--- config.mk ---
export PLATFORM = sky130hd
export DESIGN_NAME = sblk_tx
export DESIGN_NICKNAME = d
export VERILOG_FILES = /design/src/rtl/sblk_tx_pkg.sv /design/src/rtl/sblk_tx_fifo.sv /design/src/rtl/sblk_tx_crc.sv /design/src/rtl/sblk_tx_irq.sv /design/src/rtl/sblk_tx_ser.sv /design/src/rtl/sblk_tx.sv
export SDC_FILE = /design/constraint.sdc
export NUM_CORES = 1
export LEC_CHECK = 0
export ABC_AREA = 1
export BUFFER_PORTS_ARGS = -buffer_cell sky130_fd_sc_hd__buf_2
export CORE_ASPECT_RATIO = 1.2
export CORE_MARGIN = 1
export CORE_UTILIZATION = 50
export CTS_CLUSTER_SIZE = 10
export DETAILED_ROUTE_END_ITERATION = 7
export PLACE_DENSITY_LB_ADDON = 0.25
export SYNTH_ARGS = -nofsm -noshare
export SYNTH_HDL_FRONTEND = slang
export SYNTH_HIERARCHICAL = 1
export SYNTH_SLANG_ARGS = --single-unit
--- constraint.sdc ---
create_clock -name clk -period 3.3 [get_ports clk]
set_input_delay 0.33 -clock clk [delete_from_list [all_inputs] [get_ports clk]]
set_output_delay 0.33 -clock clk [all_outputs]
set_load 0.03 [all_outputs]
--- src/rtl/sblk_tx_pkg.sv ---
package sblk_tx_pkg;

    localparam int unsigned BYTE_W   = 8;
    localparam logic [15:0] CRC_POLY = 16'h8005;

    typedef enum logic [1:0] {
        TX_IDLE,
        TX_DATA,
        TX_CRC_HI,
        TX_CRC_LO
    } tx_state_e;

    // Bit order matches the cmd port: [2] reset, [1] eom, [0] start
    typedef struct packed {
        logic reset;
        logic eom;
        logic start;
    } tx_cmd_t;

    typedef struct packed {
        logic underrun;
        logic pool;
    } tx_isr_t;

    // Advance the CRC over one byte, taking bits in line order (LSB first)
    function automatic logic [15:0] crc16_step(input logic [15:0] c_in,
                                               input logic [BYTE_W-1:0] d);
        logic [15:0] c;
        logic        fb;
        c = c_in;
        for (int i = 0; i < BYTE_W; i++) begin
            fb = c[15] ^ d[i];
            c  = {c[14:0], 1'b0};
            if (fb) c = c ^ CRC_POLY;
        end
        return c;
    endfunction

endpackage

--- src/rtl/sblk_tx_fifo.sv ---
module sblk_tx_fifo
    import sblk_tx_pkg::*;
#(
    parameter int unsigned DEPTH = 64,
    localparam int unsigned AW   = $clog2(DEPTH),
    localparam int unsigned LW   = AW + 1
) (
    input  logic              clk,
    input  logic              rst,
    input  logic              flush,
    input  logic              push,
    input  logic [BYTE_W-1:0] wdata,
    input  logic              pop,
    output logic [BYTE_W-1:0] rdata,
    output logic [LW-1:0]     level,
    output logic              empty,
    output logic              full
);

    logic [BYTE_W-1:0] mem [DEPTH];
    logic [AW-1:0]     wp, rp;
    logic              do_push, do_pop;

    function automatic logic [AW-1:0] ptr_next(input logic [AW-1:0] p);
        return (p == AW'(DEPTH - 1)) ? '0 : p + AW'(1);
    endfunction

    assign empty   = (level == '0);
    assign full    = (level == LW'(DEPTH));
    assign do_push = push && !full;
    assign do_pop  = pop && !empty;
    assign rdata   = mem[rp];

    always_ff @(posedge clk) begin
        if (do_push) mem[wp] <= wdata;
    end

    always_ff @(posedge clk) begin
        if (rst || flush) begin
            wp    <= '0;
            rp    <= '0;
            level <= '0;
        end else begin
            if (do_push) wp <= ptr_next(wp);
            if (do_pop)  rp <= ptr_next(rp);
            case ({do_push, do_pop})
                2'b10:   level <= level + LW'(1);
                2'b01:   level <= level - LW'(1);
                default: level <= level;
            endcase
        end
    end

endmodule

--- src/rtl/sblk_tx_crc.sv ---
module sblk_tx_crc
    import sblk_tx_pkg::*;
(
    input  logic              clk,
    input  logic              rst,
    input  logic              clr,
    input  logic              upd,
    input  logic [BYTE_W-1:0] din,
    output logic [15:0]       crc
);

    always_ff @(posedge clk) begin
        if (rst || clr)
            crc <= '0;
        else if (upd)
            crc <= crc16_step(crc, din);
    end

endmodule

--- src/rtl/sblk_tx_irq.sv ---
module sblk_tx_irq
    import sblk_tx_pkg::*;
#(
    parameter int unsigned LW  = 7,
    parameter int unsigned THR = 32
) (
    input  logic          clk,
    input  logic          rst,
    input  logic [LW-1:0] level,
    input  logic          underrun_evt,
    input  logic          rd,
    input  logic [1:0]    imr,
    output logic [1:0]    isr_q,
    output logic          irq
);

    tx_isr_t isr_r, evt;
    logic    armed;
    logic    low;

    assign low          = (level <= LW'(THR));
    assign evt.pool     = armed && low;
    assign evt.underrun = underrun_evt;

    always_ff @(posedge clk) begin
        if (rst) begin
            armed <= 1'b1;
            isr_r <= '0;
        end else begin
            if (evt.pool)
                armed <= 1'b0;
            else if (!low)
                armed <= 1'b1;
            isr_r <= (rd ? tx_isr_t'('0) : isr_r) | evt;
        end
    end

    assign isr_q = isr_r;
    assign irq   = |(isr_r & ~imr);

endmodule

--- src/rtl/sblk_tx_ser.sv ---
module sblk_tx_ser
    import sblk_tx_pkg::*;
(
    input  logic              clk,
    input  logic              rst,
    input  logic              cmd_we,
    input  logic [2:0]        cmd,
    input  logic              crc_en,
    input  logic              baud_tick,
    input  logic              fifo_empty,
    input  logic [BYTE_W-1:0] fifo_rdata,
    input  logic [15:0]       crc_val,
    output logic              pop,
    output logic              crc_clr,
    output logic              crc_upd,
    output logic              flush,
    output logic              underrun_evt,
    output logic              txd
);

    localparam int unsigned CW = $clog2(BYTE_W);

    tx_state_e         state;
    tx_cmd_t           c;
    logic [BYTE_W-1:0] sh;
    logic [CW-1:0]     bitcnt;
    logic              eom_pend, eom_eff, boundary, in_data;

    assign c        = cmd_we ? tx_cmd_t'(cmd) : tx_cmd_t'('0);
    assign eom_eff  = eom_pend || c.eom;
    assign boundary = (state != TX_IDLE) && baud_tick && (bitcnt == '0) && !c.reset;
    assign in_data  = boundary && (state == TX_DATA);

    always_comb begin
        pop          = in_data && !fifo_empty;
        crc_upd      = pop;
        underrun_evt = in_data && fifo_empty && !eom_eff;
        flush        = c.reset;
        crc_clr      = c.reset || ((state == TX_IDLE) && c.start);
    end

    always_ff @(posedge clk) begin
        if (rst || c.reset) begin
            state    <= TX_IDLE;
            txd      <= 1'b1;
            sh       <= '0;
            bitcnt   <= '0;
            eom_pend <= 1'b0;
        end else if (state == TX_IDLE) begin
            txd <= 1'b1;
            if (c.start) begin
                state    <= TX_DATA;
                bitcnt   <= '0;
                eom_pend <= c.eom;
            end
        end else begin
            if (c.eom) eom_pend <= 1'b1;
            if (baud_tick) begin
                if (bitcnt != '0) begin
                    txd    <= sh[0];
                    sh     <= {1'b0, sh[BYTE_W-1:1]};
                    bitcnt <= bitcnt - CW'(1);
                end else begin
                    case (state)
                        TX_DATA: begin
                            if (!fifo_empty) begin
                                txd    <= fifo_rdata[0];
                                sh     <= {1'b0, fifo_rdata[BYTE_W-1:1]};
                                bitcnt <= CW'(BYTE_W - 1);
                            end else if (eom_eff && crc_en) begin
                                txd    <= crc_val[8];
                                sh     <= {1'b0, crc_val[15:9]};
                                bitcnt <= CW'(BYTE_W - 1);
                                state  <= TX_CRC_HI;
                            end else begin
                                txd      <= 1'b1;
                                state    <= TX_IDLE;
                                eom_pend <= 1'b0;
                            end
                        end
                        TX_CRC_HI: begin
                            txd    <= crc_val[0];
                            sh     <= {1'b0, crc_val[7:1]};
                            bitcnt <= CW'(BYTE_W - 1);
                            state  <= TX_CRC_LO;
                        end
                        default: begin
                            txd      <= 1'b1;
                            state    <= TX_IDLE;
                            eom_pend <= 1'b0;
                        end
                    endcase
                end
            end
        end
    end

endmodule

--- src/rtl/sblk_tx.sv ---
module sblk_tx
    import sblk_tx_pkg::*;
#(
    parameter int unsigned FIFO_DEPTH = 64,
    parameter int unsigned POOL_THR   = 32,
    localparam int unsigned LW        = $clog2(FIFO_DEPTH) + 1
) (
    input  logic              clk,
    input  logic              rst,
    input  logic              wr_en,
    input  logic [BYTE_W-1:0] wr_data,
    input  logic              cmd_we,
    input  logic [2:0]        cmd,
    input  logic              crc_en,
    input  logic              baud_tick,
    input  logic              isr_rd,
    input  logic [1:0]        imr,
    output logic [1:0]        isr_q,
    output logic              irq,
    output logic              txd
);

    logic              flush, pop, fifo_empty, fifo_full;
    logic [BYTE_W-1:0] fifo_rdata;
    logic [LW-1:0]     fifo_level;
    logic              crc_clr, crc_upd, underrun_evt;
    logic [15:0]       crc_val;

    sblk_tx_fifo #(.DEPTH(FIFO_DEPTH)) u_fifo (
        .clk   (clk),
        .rst   (rst),
        .flush (flush),
        .push  (wr_en),
        .wdata (wr_data),
        .pop   (pop),
        .rdata (fifo_rdata),
        .level (fifo_level),
        .empty (fifo_empty),
        .full  (fifo_full)
    );

    sblk_tx_crc u_crc (
        .clk (clk),
        .rst (rst),
        .clr (crc_clr),
        .upd (crc_upd),
        .din (fifo_rdata),
        .crc (crc_val)
    );

    sblk_tx_ser u_ser (
        .clk          (clk),
        .rst          (rst),
        .cmd_we       (cmd_we),
        .cmd          (cmd),
        .crc_en       (crc_en),
        .baud_tick    (baud_tick),
        .fifo_empty   (fifo_empty),
        .fifo_rdata   (fifo_rdata),
        .crc_val      (crc_val),
        .pop          (pop),
        .crc_clr      (crc_clr),
        .crc_upd      (crc_upd),
        .flush        (flush),
        .underrun_evt (underrun_evt),
        .txd          (txd)
    );

    sblk_tx_irq #(.LW(LW), .THR(POOL_THR)) u_irq (
        .clk          (clk),
        .rst          (rst),
        .level        (fifo_level),
        .underrun_evt (underrun_evt),
        .rd           (isr_rd),
        .imr          (imr),
        .isr_q        (isr_q),
        .irq          (irq)
    );

endmodule

==> impl_metrics.csv <==
group,metric,value,unit
clock_network,cts.sinks,570,
finish,final_core_util,58.4,%
detailed_routing,num_vias,17600,
yosys,synthXorXnorAreaFrac,0.849,%
yosys,synth_top_family_by_area,"simple AND/OR/NAND/NOR gates",
placed_design,post-place-ws,51.1,ps
sta,finalHoldViolCount,0,
global_route,grt_pass1_wl,96700,um
floorplan,ios,24,
setup_path,critical_path_class,"flop to flop",
setup_path,crit_family,"simple AND/OR/NAND/NOR gates",
floorplan,num_rows,88,
sta,slew_headroom,34.4,%
floorplan,start_util,51.1,%
detailed_routing,wl_per_cell,21.3,um
yosys,synth_area,0.0248,mm2
global_route,grt.total_usage,25.4,%
clock_network,cts_tree,"built",
floorplan,die_h,246,um
sta,max_freq,315,MHz
pwr,irDropWorstVdd,0.607,mV
sta,period_share,96.1,%
detailed_routing,drtIter0Drc,1858,
pwr,leakage,10.6,nW
yosys,ys_seq_elements,570,
yosys,synth_cell_types,43,
clock_network,htreeDepth,3,
yosys,synthAdderAreaFrac,0.505,%
sta,slew_violations,0,
pwr,cellPowerDensity,536,mW/mm2
yosys,synth_fp_nets,2385,
min_path,min_path_type,"input port to flop",
sta,min_period,3170,ps
setup_path,path_buf_inv,5,
global_route,grt_pass1_vias,16900,
global_route,gr-total-overflow,0,
yosys,yosys_warnings,6,
detailed_routing,antenna_left,0,
floorplan,die_x,205,um
yosys,seq_area_frac_synth,66.8,%
placed_design,place_inst,2969,
clock_network,cts_buffers,67,
detailed_routing,drt_pass1_iterations,6,
placed_design,dp_hpwl,39200,um
setup_path,cpMostUsedCell,"nand2_2",
setup_path,worst-path-max-fanout,11,
sta,worst_slew_pin_slew,984,ps
finish,area_growth,14.3,%
global_route,grt_max_degree,69,
yosys,syn_avg_cell_area,10.5,um2
clock_network,cts.path.max_buffers,3,
clock_network,clk_pin_slew_worst_paths,60,ps
finish,antenna_cells,0,
placed_design,place_congestion,0.947,
finish,nNetsFinal,2463,
global_route,antenna_found_initial,0,
yosys,synthCells,2355,
sta,skew,15.7,ps
setup_path,start_kind,"flop",
clock_network,worst_skew_pair.late_latency,600,ps
sta,setup-violations-final,0,
yosys,synthMuxAreaShare,0,%
sta,worst_slack,130,ps
setup_path,cp.arrival,3700,ps
detailed_routing,routed_wl,65800,um
finish,drive_gt1_share,11.5,%
setup_path,cp-end-kind,"flop",
clock_network,cts_root_buf,"clkbuf_16",
setup_path,cp.required,3820,ps
detailed_routing,viasPerCell,5.69,
yosys,synth_simple_gate_area_share,25.6,%
setup_path,critPathMaxStageDelay,390,ps
floorplan,design.die.area,0.0504,mm2
floorplan,design.core.area,0.0484,mm2
setup_path,cp_slowest_cell,"dfxtp_4",
sta,whs,76.6,ps
run,cap_violations,0,
yosys,synth-compound-area-share,1.59,%
detailed_routing,drcViolationCount,0,
outcome,outcome,"completed",
finish,finalNonFillerCells,3092,
placed_design,io_buffer_count,23,
==> routing by layer <==
layer	wire length [um]	track usage, %	vias to the layer above
met1	26200	33.8	8479
met4	2440	11.3	0
li1	-	-	8209
met3	5320	3.92	137
met2	31800	41.3	781
met5	0	0	-
==> worst min-delay path: cells and delay by family <==
| kind | cells | cell delay, ps |
|---|---|---|
| buf+inv | 1 | 90 |
| compound gates | 2 | 220 |
==> registers in the layout, summed over array words and instances (netlist names), named ones only <==
signal and flops:
u_ser/sh 7, u_fifo/mem 512, u_crc/crc 16, u_fifo/rp 6, u_irq/isr_q 2, u_ser/state 2, u_fifo/level 7, u_ser/eom_pend 1
u_irq/armed 1, u_ser/bitcnt 3, u_fifo/wp 6, u_ser/txd 1
==> area by class of cell <==
type	instances	area, um2
repair buffers	133	1490
multi-input cells	1561	7160
clock inverters	8	68.8
flip-flops and latches	570	16500
clock buffers	90	1820
repair inverters	2	22.5
fillers	4020	20200
well taps	630	788
inverters	98	402
==> metrics by stage <==
| stage | TNS (ps) | area [um2] | power [mW] |
|---|---|---|---|
| after floorplan | 0 | 24800 | 8.43 |
| after global placement | 0 | 25800 | 8.71 |
| after detailed placement | 0 | 25800 | 8.72 |
| after CTS | 0 | 27700 | 15.2 |
| after global routing | -125 | 28300 | 15.6 |
| final | 0 | 28300 | 15.2 |
==> where the power goes <==
group | internal, mW | switching (mW)
clock network | 3.82 | 2.74
registers | 7.90 | 0.0216
logic | 0.200 | 0.488
==> final timing paths <==
path,from,slack [ps],depth (start not counted),to
min reg2reg,u_irq/armed$_SDFFE_PP1P_,440,2,u_irq/isr_q[0]$_SDFF_PP0_
max,flop,130,28,u_crc/crc[0]$_SDFFE_PP0P_
max reg2reg,flop,130,28,u_crc/crc[0]$_SDFFE_PP0P_
min,cmd[1],80,3,u_ser/eom_pend$_SDFFE_PP0P_
==> synth_stat cells, drive strengths merged <==
| master | n | area [um2] |
|---|---|---|
| o21ai | 30 | 154 |
| ha | 10 | 125 |
| nand3b | 2 | 15.0 |
| clkinv | 1 | 8.76 |
| nor3 | 4 | 25.0 |
| a22oi | 1 | 7.51 |
| edfxtp | 512 | 15400 |
| o22ai | 1 | 6.26 |
| nand2 | 803 | 3090 |
| o221ai | 1 | 8.76 |
| nor2 | 141 | 572 |
| a211oi | 2 | 15.0 |
| a21oi | 36 | 180 |
| inv | 97 | 367 |
| o211ai | 2 | 15.0 |
| and3 | 1 | 6.26 |
| nand4 | 8 | 50.1 |
| dfxtp | 58 | 1160 |
| buf | 110 | 718 |
| xnor2 | 10 | 114 |
| or2 | 2 | 12.5 |
| nor3b | 2 | 26.3 |
| nand3 | 493 | 2540 |
| xor2 | 11 | 96.3 |
| clkbuf | 16 | 60.1 |
| o21bai | 1 | 7.51 |
==> cells in the final DEF (no fill, tap or decap), types with 4 or more instances in the layout <==
master and n:
o21ai_0 22, clkbuf_16 81, nand2_1 779, edfxtp_1 512, nor2_1 134, buf_2 23
nand3_2 16, a21oi_1 36, buf_12 13, inv_6 4, clkbuf_1 20, buf_16 8
nand2_4 7, inv_1 88, xor2_1 11, o21ai_1 7, nand2_2 17, nor2_4 5
nand3_1 473, ha_1 10, nand3_4 4, buf_4 72, dfxtp_1 55, nand4_1 8
inv_2 7, xnor2_1 7
==> cell families after synthesis <==
family / after synthesis
and+or+nand+nor: 1456
DFF: 570
buffers and inverters: 224
AOI/OAI and AO/OA: 74
xor gates and xnor gates: 21
adders and majority gates: 10
==> what timing repair did <==
| item | in CTS | in global routing |
|---|---|---|
| buffers inserted | 0 | 9 |
| endpoints found under the setup margin | 0 | 7 |
| gates resized for setup | 0 | 35 |
| endpoints found under the hold margin | 3 | 0 |
| hold buffers | 2 | 0 |
No activity file was read; power rests on OpenSTA's default activity.
